--- config.mk ---
export PLATFORM = sky130hd
export DESIGN_NAME = fpcsr_unit
export DESIGN_NICKNAME = d
export VERILOG_FILES = /design/src/rtl/fpcsr_pkg.sv /design/src/rtl/fp_rm_resolve.sv /design/src/rtl/fp_flag_accum.sv /design/src/rtl/fp_rmode_reg.sv /design/src/rtl/fpcsr_unit.sv
export SDC_FILE = /design/constraint.sdc
export NUM_CORES = 1
export LEC_CHECK = 0
export BUFFER_PORTS_ARGS = -buffer_cell sky130_fd_sc_hd__buf_2
export CAP_MARGIN = 20
export CORE_UTILIZATION = 35
export CTS_BUF_LIST = sky130_fd_sc_hd__clkbuf_4
export CTS_CLUSTER_DIAMETER = 40
export DETAILED_ROUTE_END_ITERATION = 12
export PLACE_DENSITY = 0.83
export SYNTH_ARGS = -nofsm -noshare
export SYNTH_HDL_FRONTEND = slang
export SYNTH_SLANG_ARGS = --single-unit
--- constraint.sdc ---
create_clock -name clk -period 1.9 [get_ports clk]
set_clock_uncertainty 0.05 [all_clocks]
set_input_delay 0.285 -clock clk [delete_from_list [all_inputs] [get_ports clk]]
set_output_delay 0.285 -clock clk [all_outputs]
set_load 0.03 [all_outputs]
--- src/rtl/fpcsr_pkg.sv ---
package fpcsr_pkg;
   localparam int FLAG_W = 5;
   localparam int RM_W   = 3;

   typedef logic [FLAG_W-1:0] fflags_t;
   typedef logic [RM_W-1:0]   frm_t;

   typedef enum logic [1:0] {
      CSR_NONE  = 2'd0,
      CSR_FLAGS = 2'd1,
      CSR_RMODE = 2'd2,
      CSR_ALL   = 2'd3
   } csr_sel_e;

   localparam frm_t RM_DYNAMIC = frm_t'(7);
   localparam int   ALL_W      = FLAG_W + RM_W;
endpackage

--- src/rtl/fp_rm_resolve.sv ---
module fp_rm_resolve
   import fpcsr_pkg::*;
#(
   parameter int MAX_LEGAL_RM = 4
) (
   input  logic op_valid,
   input  frm_t inst_rm,
   input  frm_t dyn_rm,
   output frm_t eff_rm,
   output logic illegal
);
   if (MAX_LEGAL_RM >= int'(RM_DYNAMIC)) begin : g_bad_max
      $error("MAX_LEGAL_RM must be below the dynamic selector");
   end

   always_comb begin
      eff_rm  = (inst_rm == RM_DYNAMIC) ? dyn_rm : inst_rm;
      illegal = op_valid && (int'(eff_rm) > MAX_LEGAL_RM);
   end
endmodule

--- src/rtl/fp_flag_accum.sv ---
module fp_flag_accum
   import fpcsr_pkg::*;
(
   input  logic    clk,
   input  logic    rst_n,
   input  logic    exc_valid,
   input  fflags_t exc_bits,
   input  logic    wr_en,
   input  fflags_t wr_flags,
   output fflags_t flags,
   output logic    acc_hit
);
   assign acc_hit = exc_valid && (exc_bits != '0);

   for (genvar i = 0; i < FLAG_W; i++) begin : g_bit
      always_ff @(posedge clk) begin
         if (!rst_n)                      flags[i] <= 1'b0;
         else if (wr_en)                  flags[i] <= wr_flags[i];
         else if (exc_valid && exc_bits[i]) flags[i] <= 1'b1;
      end

      // a set flag stays set unless software writes it
      p_sticky_r5: assert property (@(posedge clk) disable iff (!rst_n)
         (flags[i] && !wr_en) |=> flags[i]);
   end
endmodule

--- src/rtl/fp_rmode_reg.sv ---
module fp_rmode_reg
   import fpcsr_pkg::*;
(
   input  logic clk,
   input  logic rst_n,
   input  logic wr_en,
   input  frm_t wr_rm,
   output frm_t rm
);
   always_ff @(posedge clk) begin
      if (!rst_n)     rm <= '0;
      else if (wr_en) rm <= wr_rm;
   end

   p_hold_r8: assert property (@(posedge clk) disable iff (!rst_n)
      !wr_en |=> $stable(rm));
endmodule

--- src/rtl/fpcsr_unit.sv ---
module fpcsr_unit
   import fpcsr_pkg::*;
#(
   parameter int XLEN         = 32,
   parameter int MAX_LEGAL_RM = 4
) (
   input  logic            clk,
   input  logic            rst_n,
   input  logic            op_valid,
   input  logic [2:0]      op_rm,
   output logic [2:0]      eff_rm,
   output logic            rm_illegal,
   input  logic            exc_valid,
   input  logic [4:0]      exc_bits,
   input  logic            fpr_wr,
   output logic            fp_dirty,
   input  logic [1:0]      csr_sel,
   input  logic            csr_we,
   input  logic [XLEN-1:0] csr_wdata,
   output logic [XLEN-1:0] csr_rdata
);
   if (XLEN < ALL_W) begin : g_bad_xlen
      $error("XLEN too narrow for the combined view");
   end

   csr_sel_e sel;
   fflags_t  flags_q;
   frm_t     rm_q;
   logic     flags_we, rm_we, acc_hit, dirty_q;
   frm_t     rm_wval;

   assign sel      = csr_sel_e'(csr_sel);
   assign flags_we = csr_we && (sel == CSR_FLAGS || sel == CSR_ALL);
   assign rm_we    = csr_we && (sel == CSR_RMODE || sel == CSR_ALL);
   assign rm_wval  = (sel == CSR_ALL) ? csr_wdata[ALL_W-1:FLAG_W] : csr_wdata[RM_W-1:0];

   fp_rm_resolve #(.MAX_LEGAL_RM(MAX_LEGAL_RM)) u_resolve (
      .op_valid (op_valid),
      .inst_rm  (op_rm),
      .dyn_rm   (rm_q),
      .eff_rm   (eff_rm),
      .illegal  (rm_illegal)
   );

   fp_flag_accum u_flags (
      .clk      (clk),
      .rst_n    (rst_n),
      .exc_valid(exc_valid),
      .exc_bits (exc_bits),
      .wr_en    (flags_we),
      .wr_flags (csr_wdata[FLAG_W-1:0]),
      .flags    (flags_q),
      .acc_hit  (acc_hit)
   );

   fp_rmode_reg u_rmode (
      .clk   (clk),
      .rst_n (rst_n),
      .wr_en (rm_we),
      .wr_rm (rm_wval),
      .rm    (rm_q)
   );

   always_ff @(posedge clk) begin
      if (!rst_n) dirty_q <= 1'b0;
      else        dirty_q <= acc_hit || fpr_wr;
   end
   assign fp_dirty = dirty_q;

   always_comb begin
      csr_rdata = '0;
      unique case (sel)
         CSR_FLAGS: csr_rdata[FLAG_W-1:0] = flags_q;
         CSR_RMODE: csr_rdata[RM_W-1:0]   = rm_q;
         CSR_ALL:   csr_rdata[ALL_W-1:0]  = {rm_q, flags_q};
         default:   csr_rdata = '0;
      endcase
   end

   // static legal modes pass straight through
   p_static_r2: assert property (@(posedge clk) disable iff (!rst_n)
      (op_valid && op_rm <= 3'd4) |-> (eff_rm == op_rm && !rm_illegal));
   // dynamic selector returns the stored mode
   p_dyn_r3: assert property (@(posedge clk) disable iff (!rst_n)
      (op_valid && op_rm == 3'd7) |-> (eff_rm == csr_rdata_rm_view()));
   // reserved static encodings are illegal
   p_reserved_r4: assert property (@(posedge clk) disable iff (!rst_n)
      (op_valid && (op_rm == 3'd5 || op_rm == 3'd6)) |-> rm_illegal);
   // zero vector without register write gives no dirty pulse
   p_no_dirty_r6: assert property (@(posedge clk) disable iff (!rst_n)
      (!fpr_wr && (!exc_valid || exc_bits == '0)) |=> !fp_dirty);
   // a nonzero accumulate is followed by a dirty pulse
   p_dirty_r7: assert property (@(posedge clk) disable iff (!rst_n)
      (exc_valid && exc_bits != '0) |=> fp_dirty);
   // combined write lands in both fields at one edge
   p_comb_write_r9: assert property (@(posedge clk) disable iff (!rst_n)
      (csr_we && csr_sel == 2'd3) |=>
         (flags_q == $past(csr_wdata[4:0]) && rm_q == $past(csr_wdata[7:5])));
   // flags write overrides a colliding accumulate
   p_prio_r10: assert property (@(posedge clk) disable iff (!rst_n)
      (csr_we && csr_sel == 2'd1) |=> (flags_q == $past(csr_wdata[4:0])));
   // upper read bits are zero
   p_upper_zero_r11: assert property (@(posedge clk) disable iff (!rst_n)
      csr_rdata[XLEN-1:ALL_W] == '0);

   function automatic frm_t csr_rdata_rm_view();
      return rm_q;
   endfunction
endmodule

## Yosys cells after proc, flatten, opt, wreduce, memory -nomap -nowiden

Cells that the tools add are included.

| word-level totals | value |
|---|---|
| bits in registers | 9 |
| input port bits | 48 |
| output and inout port bits | 37 |
| word-level logic and storage cells | 46 |

| operators by class | value |
|---|---|
| magnitude comparators | 1 |
| reduce and logical (&&, ||, !) cells | 19 |
| equal/unequal tests | 4 |
| multiplexer cells | 15 |

Operator list:

| operator | number |
|---|---|
| two-way mux 1 bit | 10 |
| nonzero test 2 bit | 5 |
| logical AND 1 bit | 9 |
| two-way mux 3 bit | 3 |
| case mux 3 bit (2 select lines) | 1 |
| nonzero test 5 bit | 1 |
| == test 2 bit, second input constant | 2 |
| == test 3 bit, second input constant | 1 |
| > comparator 3 bit, second input constant | 1 |
| logical OR 1 bit | 3 |
| == test 2 x 1 -> 1 bit, second input constant | 1 |
| two-way mux 2 bit | 1 |
| OR reduction 2 bit | 1 |

## Longest topological paths before layout

Gate-level depths: netlist of run 1.

| logic depth | value |
|---|---|
| depth after elaboration | 4 |
| gate-level depth with buffers | 4 |
| depth with buffers taken out | 3 |

## By module

Synthesis of run 1 repeated with hierarchy kept, for this count alone.

| unflattened totals | value |
|---|---|
| cell total of the unflattened synthesis | 83 |
| area total of the unflattened synthesis | 753.2 µm² |

Modules (own cells, without submodules):

| module | sequential area each (µm²) | area an instance (µm²) | times used | cells each |
|---|---|---|---|---|
| fpcsr_unit | 20.0 | 370.4 | 1 | 43 |
| fp_flag_accum | 100.1 | 227.7 | 1 | 23 |
| fp_rmode_reg | 60.1 | 108.9 | 1 | 9 |
| fp_rm_resolve | 0.0 | 46.3 | 1 | 8 |

## Worst setup path after synthesis of run 1

Ideal clock, no wire load.

| timing path | value |
|---|---|
| path type | in2out |
| start | input port csr_sel[0] |
| end | output port csr_rdata[0] |
| arrival | 1.303 ns |
| stages on the path | 3 |
| buffers on the path | 2 |
| data required time | 1.565 ns |
| path slack | 0.262 ns |
| cell sequence | buf_2 -> clkbuf_1 -> o21ai_0 |

| between the ends | value |
|---|---|
| word-level cells in the longest chain between the ends | 3 |
| elaborated cells on any way between the ends | 5 |
| classes of those cells | 3 x eq/ne; 1 x mux; 1 x reduce/logical |

Ends and longest elaborated chain:

| item | line | source |
|---|---|---|
| start, declared | fpcsr_unit.sv:17 | `input logic [1:0] csr_sel,` |
| == test 2 x 1 -> 1 bit or == test 2 bit (tied branches) | fpcsr_unit.sv:72 | `unique case (sel)` |
| OR reduction 2 bit (no source line) | -- |  |
| case mux 3 bit (2 select lines) * | fpcsr_unit.sv:72 |  |
| end, declared | fpcsr_unit.sv:20 | `output logic [XLEN-1:0] csr_rdata` |

Mark *: on every way between the ends. The rest lies on a longest branch, timed or not.

## Worst setup path after layout of run 1

| timing path | value |
|---|---|
| start | register u_rmode.rm[0] |
| end | output port rm_illegal |

| between the ends | value |
|---|---|
| word-level cells in the longest chain between the ends | 3 |

Ends and longest elaborated chain:

| item | line | source |
|---|---|---|
| start, declared | fp_rmode_reg.sv:8 | `output frm_t rm` |
| start signal, assigned | fp_rmode_reg.sv:12 | `else if (wr_en) rm <= wr_rm;` |
| two-way mux 3 bit | fp_rm_resolve.sv:17 | `eff_rm = (inst_rm == RM_DYNAMIC) ? dyn_rm : inst_rm;` |
| > comparator 3 bit | fp_rm_resolve.sv:18 | `illegal = op_valid && (int'(eff_rm) > MAX_LEGAL_RM);` |
| logical AND 1 bit | fp_rm_resolve.sv:18 |  |
| end, declared | fpcsr_unit.sv:12 | `output logic rm_illegal,` |

No other way between the ends.

==> results of run 1 <==
-- critical path: stages (launching register included) --
cell	delay, ns
dfxtp_1	0.33
o21a_1	0.20
o211a_1	0.21
buf_2	0.17
-- path summary, 6_finish.rpt --
check	endpoint	slack, ns
worst max-delay path	rm_illegal	0.39
worst min-delay path	fp_dirty$_SDFF_PN0_	0.17
worst max register to register	u_rmode.rm[1]$_SDFFE_PN0P_	1.19
worst min register to register	u_flags.flags[3]$_SDFFE_PN0P_	0.47
-- flip-flops by register name (all words and copies together) (netlist names) --
| register | flops |
|---|---|
| fp_dirty | 1 |
| u_flags.flags | 5 |
| u_rmode.rm | 3 |
-- power breakdown --
group	leakage, nW	internal (mW)	switching, mW
Sequential	0.0749	0.204	0.00862
Clock	0.0184	0.0951	0.0649
Combinational	0.382	0.0511	0.143
-- final cells by class --
class                           count  area, um^2
Timing Repair Buffer               36         180
Fill cell                         194         971
Sequential cell                     9         180
Multi-Input combinational cell     76         390
Clock buffer                        4        30.0
Tap cell                           25        31.3
-- kinds of logic after synthesis --
kind of cell	after synthesis	synth area share (%)
buffers and inverters	28	29.0
AO/OA/AOI/OAI	27	24.2
AND/OR/NAND/NOR	22	15.4
flip-flops	9	26.4
multiplexers	3	4.40
other	1	0.550
-- per-stage QoR --
stage	cells	hold slack [ns]	utilization, %	setup slack (ns)	area (um^2)
2_1_floorplan	113	0.341	-	0.262	768
3_3_place_gp	146	0.432	43.9	0.591	782
3_5_place_dp	146	0.435	43.9	0.573	782
4_1_cts	150	0.161	45.5	0.373	812
5_1_grt	150	0.159	45.5	0.339	812
6_report	150	0.169	45.5	0.395	812
-- per-layer routing --
metal  GRT usage, %  wire length, um  vias to the layer above
met2           25.6              647                       56
met5              0                0                        -
li1               -                -                      327
met3           7.84              163                        4
met1           15.0              580                      277
met4           7.06               23                        0
-- synth_stat cells --
| library cell | n |
|---|---|
| clkbuf_1 | 2 |
| mux2i_1 | 3 |
| and2_0 | 1 |
| conb_1 | 1 |
| a21oi_1 | 11 |
| o21ai_0 | 8 |
| o21ai_1 | 1 |
| o211a_1 | 3 |
| o21a_1 | 3 |
| and2_1 | 2 |
| o211ai_2 | 1 |
| nand2_1 | 15 |
| buf_4 | 24 |
| buf_2 | 2 |
| dfxtp_1 | 9 |
| and3_1 | 3 |
| or4_4 | 1 |
==> results.sh, run 1 <==
export IMPL_synth_warnings=0
export IMPL_dieHeight_um=46.1
export IMPL_cts_setup_buffers=0
export IMPL_min_period_over_period_pct=79.2
export IMPL_cts_tree="yes"
export IMPL_dieArea_um2=2130
export IMPL_layout_cells_most_common_list="36 x buf_2, 24 x conb_1, 15 x nand2_1, 11 x a21oi_1, 9 x dfxtp_1"
export IMPL_ant_nets=0
export IMPL_synth_area_um2=682
export IMPL_power_density_nw_per_um2=697
export IMPL_wl_per_cell_um=9.43
export IMPL_seq_area_frac_synth_pct=26.4
export IMPL_die_w_um=46.1
export IMPL_ff2ff_path_depth=1
export IMPL_io_pins=85
export IMPL_numCtsBuffers=3
export IMPL_placement_rows=15
export IMPL_clkTransAtPathRegs_ns=0.06
export IMPL_grt_overflow=0
export IMPL_crit_path_start="u_rmode.rm[0]$_SDFFE_PN0P_"
export IMPL_min_path_cells=3
export IMPL_first_pass_iters=4
export IMPL_first_iter_violations=10
export IMPL_fin_crit_ns=1.51
export IMPL_grt_antenna_before_repair=0
export IMPL_worstSetupPathType="reg -> out"
export IMPL_max_freq_mhz=664
export IMPL_routed_via_density=4.43
export IMPL_drive_gt1_share_pct=33.6
export IMPL_status="finished clean"
export IMPL_drcViolationCount=0
export IMPL_postRouteWirelength_um=1420
export IMPL_hp_start="fpr_wr"
export IMPL_mostFrequentLayoutCell="buf_2"
export IMPL_netlist_instances=90
export IMPL_portBuffers=36
export IMPL_p_leak_nw=0.476
export IMPL_synth_area_leaders="dfxtp_1 26%, buf_4 26%, nand2_1 8.3%"
export IMPL_grt_max_degree=16
export IMPL_h_tree_depth=1
export IMPL_startpoint_type="register"
export IMPL_cts_hold_buf=0
export IMPL_syn_area_per_cell_um2=7.58
export IMPL_reg2reg_from="u_rmode.rm[1]$_SDFFE_PN0P_"
export IMPL_cts_root_buf="clkbuf_4"
export IMPL_finalSetupViolCount=0
export IMPL_setup_tns_ns=0
export IMPL_finalNetCount=174
export IMPL_end_kind="output pin"
export IMPL_hold_path_class="in -> reg"
export IMPL_grt_pass1_wl_um=2180
export IMPL_cts_sinks=9
export IMPL_rsz0062_at_grt="false"
export IMPL_clockBufferDepth=2
export IMPL_hold_viol_final=0
export IMPL_diodes=0
export IMPL_cap_viol_max_count=0
export IMPL_grt_pass1_vias=543
export IMPL_cp_required_ns=1.56
export IMPL_clock_latency_ns=0.26
export IMPL_cts_repair_resized=0
export IMPL_core_um2=1780
export IMPL_yosysTopAreaCell="dfxtp_1"
export IMPL_place_congestion=0.734
export IMPL_ir_worst_vdd_v=0.000332
export IMPL_drv_slew=0
export IMPL_fin_total_pwr_uw=566
export IMPL_arrival_ns=1.17
export IMPL_grt_use_total_pct=15.0
export IMPL_cp_max_fo=4
export IMPL_initial_utilization_pct=38.2
export IMPL_ys_types=17
export IMPL_ys_ff_latch=9
export IMPL_areaGrowthSynthToFinish_pct=19.1
export IMPL_synth_top_area_share_pct=26.4
export IMPL_vias=664
Note: power is estimated with default switching activity, not from simulation.
==> run 2, diff against run 1 <==
--- a/config.mk
+++ b/config.mk
@@ -5,13 +5,14 @@
 export SDC_FILE = /design/constraint.sdc
 export NUM_CORES = 1
 export LEC_CHECK = 0
+export ABC_AREA = 1
 export BUFFER_PORTS_ARGS = -buffer_cell sky130_fd_sc_hd__buf_2
 export CAP_MARGIN = 20
-export CORE_UTILIZATION = 35
+export CORE_UTILIZATION = 34
 export CTS_BUF_LIST = sky130_fd_sc_hd__clkbuf_4
 export CTS_CLUSTER_DIAMETER = 40
 export DETAILED_ROUTE_END_ITERATION = 12
-export PLACE_DENSITY = 0.83
+export PLACE_DENSITY = 0.79
 export SYNTH_ARGS = -nofsm -noshare
 export SYNTH_HDL_FRONTEND = slang
 export SYNTH_SLANG_ARGS = --single-unit
==> constraint.sdc (replaced) <==
create_clock -name clk -period 1.5 [get_ports clk]
set_clock_uncertainty 0.05 [all_clocks]
set_input_delay 0.225 -clock clk [delete_from_list [all_inputs] [get_ports clk]]
set_output_delay 0.225 -clock clk [all_outputs]
set_load 0.03 [all_outputs]
==> results.sh, run 2 <==
export IMPL_cts_setup_buffers=0
export IMPL_rsz0062_at_grt="false"
export IMPL_finalNetCount=200
export IMPL_layout_cells_most_common_list="36 x buf_2, 24 x nand2_1, 24 x conb_1, 14 x a21oi_1, 11 x inv_1"
export IMPL_grt_antenna_before_repair=0
export IMPL_ir_worst_vdd_v=0.000511
export IMPL_top_register="u_flags.flags"
export IMPL_die_w_um=47.9
export IMPL_synth_edf_count=0
export IMPL_synth_top_area_share_pct=25.2
export IMPL_worstSetupPathType="reg -> out"
export IMPL_fin_total_pwr_uw=730
export IMPL_end_kind="output pin"
export IMPL_cp_max_fo=4
export IMPL_drv_slew=0
export IMPL_min_period_over_period_pct=90.5
export IMPL_synth_warnings=0
export IMPL_setup_tns_ns=0
export IMPL_seq_area_frac_synth_pct=25.2
export IMPL_grt_overflow=0
export IMPL_p_leak_nw=0.536
export IMPL_synth_area_leaders="dfxtp_1 25%, buf_4 25%, nand2_1 13%"
export IMPL_diodes=0
export IMPL_startpoint_type="register"
export IMPL_dieArea_um2=2290
export IMPL_cts_tree="yes"
export IMPL_ys_async_sr_fraction_pct=0
export IMPL_io_pins=85
export IMPL_ys_top_cells_by_count="24 x buf_4, 24 x nand2_1, 14 x a21oi_1, 11 x inv_1, 9 x dfxtp_1"
export IMPL_placement_rows=16
export IMPL_mostFrequentLayoutCell="buf_2"
export IMPL_cts_hold_buf=0
export IMPL_fin_crit_ns=1.36
export IMPL_postRouteWirelength_um=1420
export IMPL_globalRoute_busiestLayer="met2"
export IMPL_ys_ff_latch=9
export IMPL_status="finished clean"
export IMPL_cts_root_buf="clkbuf_4"
export IMPL_ys_flop_type="dfxtp_1"
export IMPL_numCtsBuffers=3
export IMPL_dp_hpwl_um=1170
export IMPL_hold_viol_final=0
export IMPL_cts_sinks=9
export IMPL_clkTransAtPathRegs_ns=0.06
export IMPL_hold_path_class="in -> reg"
export IMPL_cap_viol_max_count=0
export IMPL_ys_types=15
export IMPL_place_congestion=0.697
export IMPL_core_um2=1960
export IMPL_wl_per_cell_um=8.00
export IMPL_h_tree_depth=1
export IMPL_synth_area_um2=716
export IMPL_yosysTopAreaCell="dfxtp_1"
export IMPL_drive_gt1_share_pct=30.5
export IMPL_power_density_nw_per_um2=855
export IMPL_routed_via_density=3.97
export IMPL_met3_usage_pct=4.53
export IMPL_use_met2_pct=17.6
export IMPL_portBuffers=36
export IMPL_first_iter_violations=4
export IMPL_syn_area_per_cell_um2=6.33
export IMPL_gr_usage_met1_pct=15.0
export IMPL_cp_required_ns=1.22
export IMPL_stdcell_count=178
export IMPL_grt_use_total_pct=11.8
export IMPL_placed_cells=174
export IMPL_initial_utilization_pct=36.5
export IMPL_netlist_instances=113
export IMPL_dieHeight_um=47.9
export IMPL_finalSetupViolCount=0
export IMPL_grt_pass1_wl_um=1770
export IMPL_largest_reg_flops=5
export IMPL_grt_max_degree=12
export IMPL_ant_nets=0
export IMPL_arrival_ns=1.08
export IMPL_cts_repair_resized=0
export IMPL_first_pass_iters=4
export IMPL_clockBufferDepth=2
export IMPL_max_freq_mhz=736
export IMPL_clock_latency_ns=0.25
export IMPL_r2r_slack_ns=0.76
export IMPL_vias=707
export IMPL_drcViolationCount=0
export IMPL_grt_pass1_vias=443
export IMPL_areaGrowthSynthToFinish_pct=19.4
[run 2: changes by cell type in the layout (fill, tap and decap cells not counted), sizes merged, moves of 2 or more]
cell	change
nand2	+11
a21oi	+3
and2	-2
nor2	+7
nand3	+6
o211a	-3
and3	-3
mux2i	-3
o21a	-3
inv	+15
[run 2: area by class of cell]
class	count	area, um^2
flip-flops and latches	9	180
fillers	233	1110
inverters	16	60.1
multi-input cells	86	370
well taps	27	33.8
clock buffers	4	30.0
repair buffers	36	180
[run 2: critical path: stages, from the launching register on]
cell and delay, ns:
dfxtp_1 0.32, inv_2 0.05, nand3_1 0.06, nand2_1 0.06
a21oi_1 0.13, buf_2 0.20
[run 2: metal layers]
| metal | part of all wire, % | vias to the layer above |
|---|---|---|
| met2 | 48 | 36 |
| met5 | 0 | - |
| met1 | 44 | 285 |
| met3 | 7.2 | 2 |
| met4 | 1.3 | 0 |
| li1 | - | 384 |
[run 2: cell families (layout without fill, tap and decap cells)]
group / count (synthesis) / count (layout) / synth area share (%)
AND/OR/NAND/NOR: 40 / 40 / 23.8
AO/OA/AOI/OAI: 22 / 22 / 15.4
other: 1 / 24 / 0.524
flip-flops: 9 / 9 / 25.2
buffers and inverters: 41 / 56 / 35.1
[run 2: path summary, 6_finish.rpt]
path	startpoint	endpoint	cells past startpoint
max	u_rmode.rm[1]$_SDFFE_PN0P_	rm_illegal	5
min	fpr_wr	fp_dirty$_SDFF_PN0_	3
max reg2reg	u_rmode.rm[0]$_SDFFE_PN0P_	u_rmode.rm[0]$_SDFFE_PN0P_	4
min reg2reg	u_flags.flags[0]$_SDFFE_PN0P_	u_flags.flags[0]$_SDFFE_PN0P_	2
[run 2: through the flow]
stage	hold WS, ns	cell area (um^2)	utilization [%]	setup slack [ns]
2_1_floorplan	0.298	802	-	0.261
3_5_place_dp	0.443	825	42.0	0.309
3_3_place_gp	0.440	825	42.0	0.308
6_report	0.179	855	43.6	0.142
4_1_cts	0.170	855	43.6	0.122
5_1_grt	0.183	855	43.6	0.0432
[run 2: power by group]
part | internal, mW | switching [mW] | total (mW)
registers | 0.258 | 0.00757 | 0.266
logic | 0.0665 | 0.196 | 0.263
clock network | 0.120 | 0.0815 | 0.202
==> run 3, diff against run 2 <==
--- a/config.mk
+++ b/config.mk
@@ -13,6 +13,7 @@
 export CTS_CLUSTER_DIAMETER = 40
 export DETAILED_ROUTE_END_ITERATION = 12
 export PLACE_DENSITY = 0.79
+export REMOVE_ABC_BUFFERS = 1
 export SYNTH_ARGS = -nofsm -noshare
 export SYNTH_HDL_FRONTEND = slang
 export SYNTH_SLANG_ARGS = --single-unit
==> results.sh, run 3 (synthesized netlist as in run 2, its figures left out) <==
export IMPL_stdcell_count=178
export IMPL_place_congestion=0.776
export IMPL_hold_viol_final=0
export IMPL_drv_slew=0
export IMPL_finalWorstSetupSlack_ns=0.142
export IMPL_grt_pass1_wl_um=1900
export IMPL_io_pins=85
export IMPL_cp_max_fo=4
export IMPL_dp_hpwl_um=1200
export IMPL_wl_per_cell_um=8.03
export IMPL_hold_path_class="in -> reg"
export IMPL_min_path_cells=3
export IMPL_finalSetupViolCount=0
export IMPL_finalInstanceArea_um2=855
export IMPL_initial_utilization_pct=36.5
export IMPL_worstSetupPathType="reg -> out"
export IMPL_grt_overflow=0
export IMPL_cts_repair_resized=0
export IMPL_placed_cells=174
export IMPL_top_register="u_flags.flags"
export IMPL_diodes=0
export IMPL_grt_antenna_before_repair=0
export IMPL_clockBufferDepth=2
export IMPL_ff2ff_path_depth=4
export IMPL_mostFrequentLayoutCell="buf_2"
export IMPL_h_tree_depth=1
export IMPL_drive_gt1_share_pct=30.5
export IMPL_cap_viol_max_count=0
export IMPL_ir_worst_vdd_v=0.000425
export IMPL_fin_crit_ns=1.36
export IMPL_drcViolationCount=0
export IMPL_placement_rows=16
export IMPL_final_util_pct=43.6
export IMPL_ant_nets=0
export IMPL_cp_required_ns=1.22
export IMPL_fin_total_pwr_uw=734
export IMPL_dieArea_um2=2290
export IMPL_p_leak_nw=0.536
export IMPL_areaGrowthSynthToFinish_pct=19.4
export IMPL_end_kind="output pin"
export IMPL_numCtsBuffers=3
export IMPL_dp_slack_ns=0.288
export IMPL_dieHeight_um=47.9
export IMPL_cts_sinks=9
export IMPL_cts_hold_buf=0
export IMPL_finalNetCount=200
export IMPL_rsz0062_at_grt="false"
export IMPL_portBuffers=36
export IMPL_vias=714
export IMPL_layout_cells_most_common_list="36 x buf_2, 24 x nand2_1, 24 x conb_1, 14 x a21oi_1, 11 x inv_1"
export IMPL_first_pass_iters=4
export IMPL_first_iter_violations=8
export IMPL_arrival_ns=1.08
export IMPL_postRouteWirelength_um=1430
export IMPL_grt_max_degree=12
export IMPL_cts_setup_buffers=0
export IMPL_setup_tns_ns=0
export IMPL_startpoint_type="register"
export IMPL_dpl_cell_area_um2=825
export IMPL_status="finished clean"
export IMPL_clock_latency_ns=0.26
export IMPL_clkTransAtPathRegs_ns=0.06
export IMPL_max_freq_mhz=736
export IMPL_cts_tree="yes"
export IMPL_grt_pass1_vias=466
export IMPL_grt_use_total_pct=12.2
export IMPL_die_w_um=47.9
export IMPL_whs_ns=0.177
export IMPL_min_period_over_period_pct=90.5
export IMPL_power_density_nw_per_um2=858
export IMPL_routed_via_density=4.01
export IMPL_largest_reg_flops=5
export IMPL_core_um2=1960
export IMPL_cts_root_buf="clkbuf_4"
## run 3: cell counts in the layout (fill, tap and decap cells not counted)
Identical to the previous run, type by type.
## run 3: path summary, 6_finish.rpt
path	from	endpoint	slack, ns
worst min-delay path	csr_wdata[4]	u_flags.flags[4]$_SDFFE_PN0P_	0.18
worst max register to register	u_rmode.rm[0]$_SDFFE_PN0P_	u_rmode.rm[0]$_SDFFE_PN0P_	0.78
worst max-delay path	u_rmode.rm[1]$_SDFFE_PN0P_	rm_illegal	0.14
worst min register to register	u_flags.flags[0]$_SDFFE_PN0P_	u_flags.flags[0]$_SDFFE_PN0P_	0.47
## run 3: final cells by class
| class | instances | area (um^2) |
|---|---|---|
| tap | 27 | 33.8 |
| multi-input combinational | 86 | 370 |
| clock buffer | 4 | 30.0 |
| timing repair buffer | 36 | 180 |
| fill | 231 | 1110 |
| sequential | 9 | 180 |
| inverter | 16 | 60.1 |
## run 3: where the power goes
part           switching [mW]  internal, mW  total, mW
combinational           0.196        0.0665      0.262
clock                  0.0851         0.121      0.206
sequential            0.00744         0.258      0.266
total                   0.288         0.445      0.734
## run 3: critical path: stages, from the launching register on
cell and delay (ns):
dfxtp_1 0.32, inv_2 0.05, nand3_1 0.06, nand2_1 0.06, a21oi_1 0.13, buf_2 0.20
## run 3: layer usage
metal	global-route usage [%]	vias to the layer above	part of all wire (%)
li1	-	380	-
met1	14.2	296	41
met2	20.0	36	50
met3	4.53	2	8.1
met4	5.00	0	0.63
met5	0	-	0
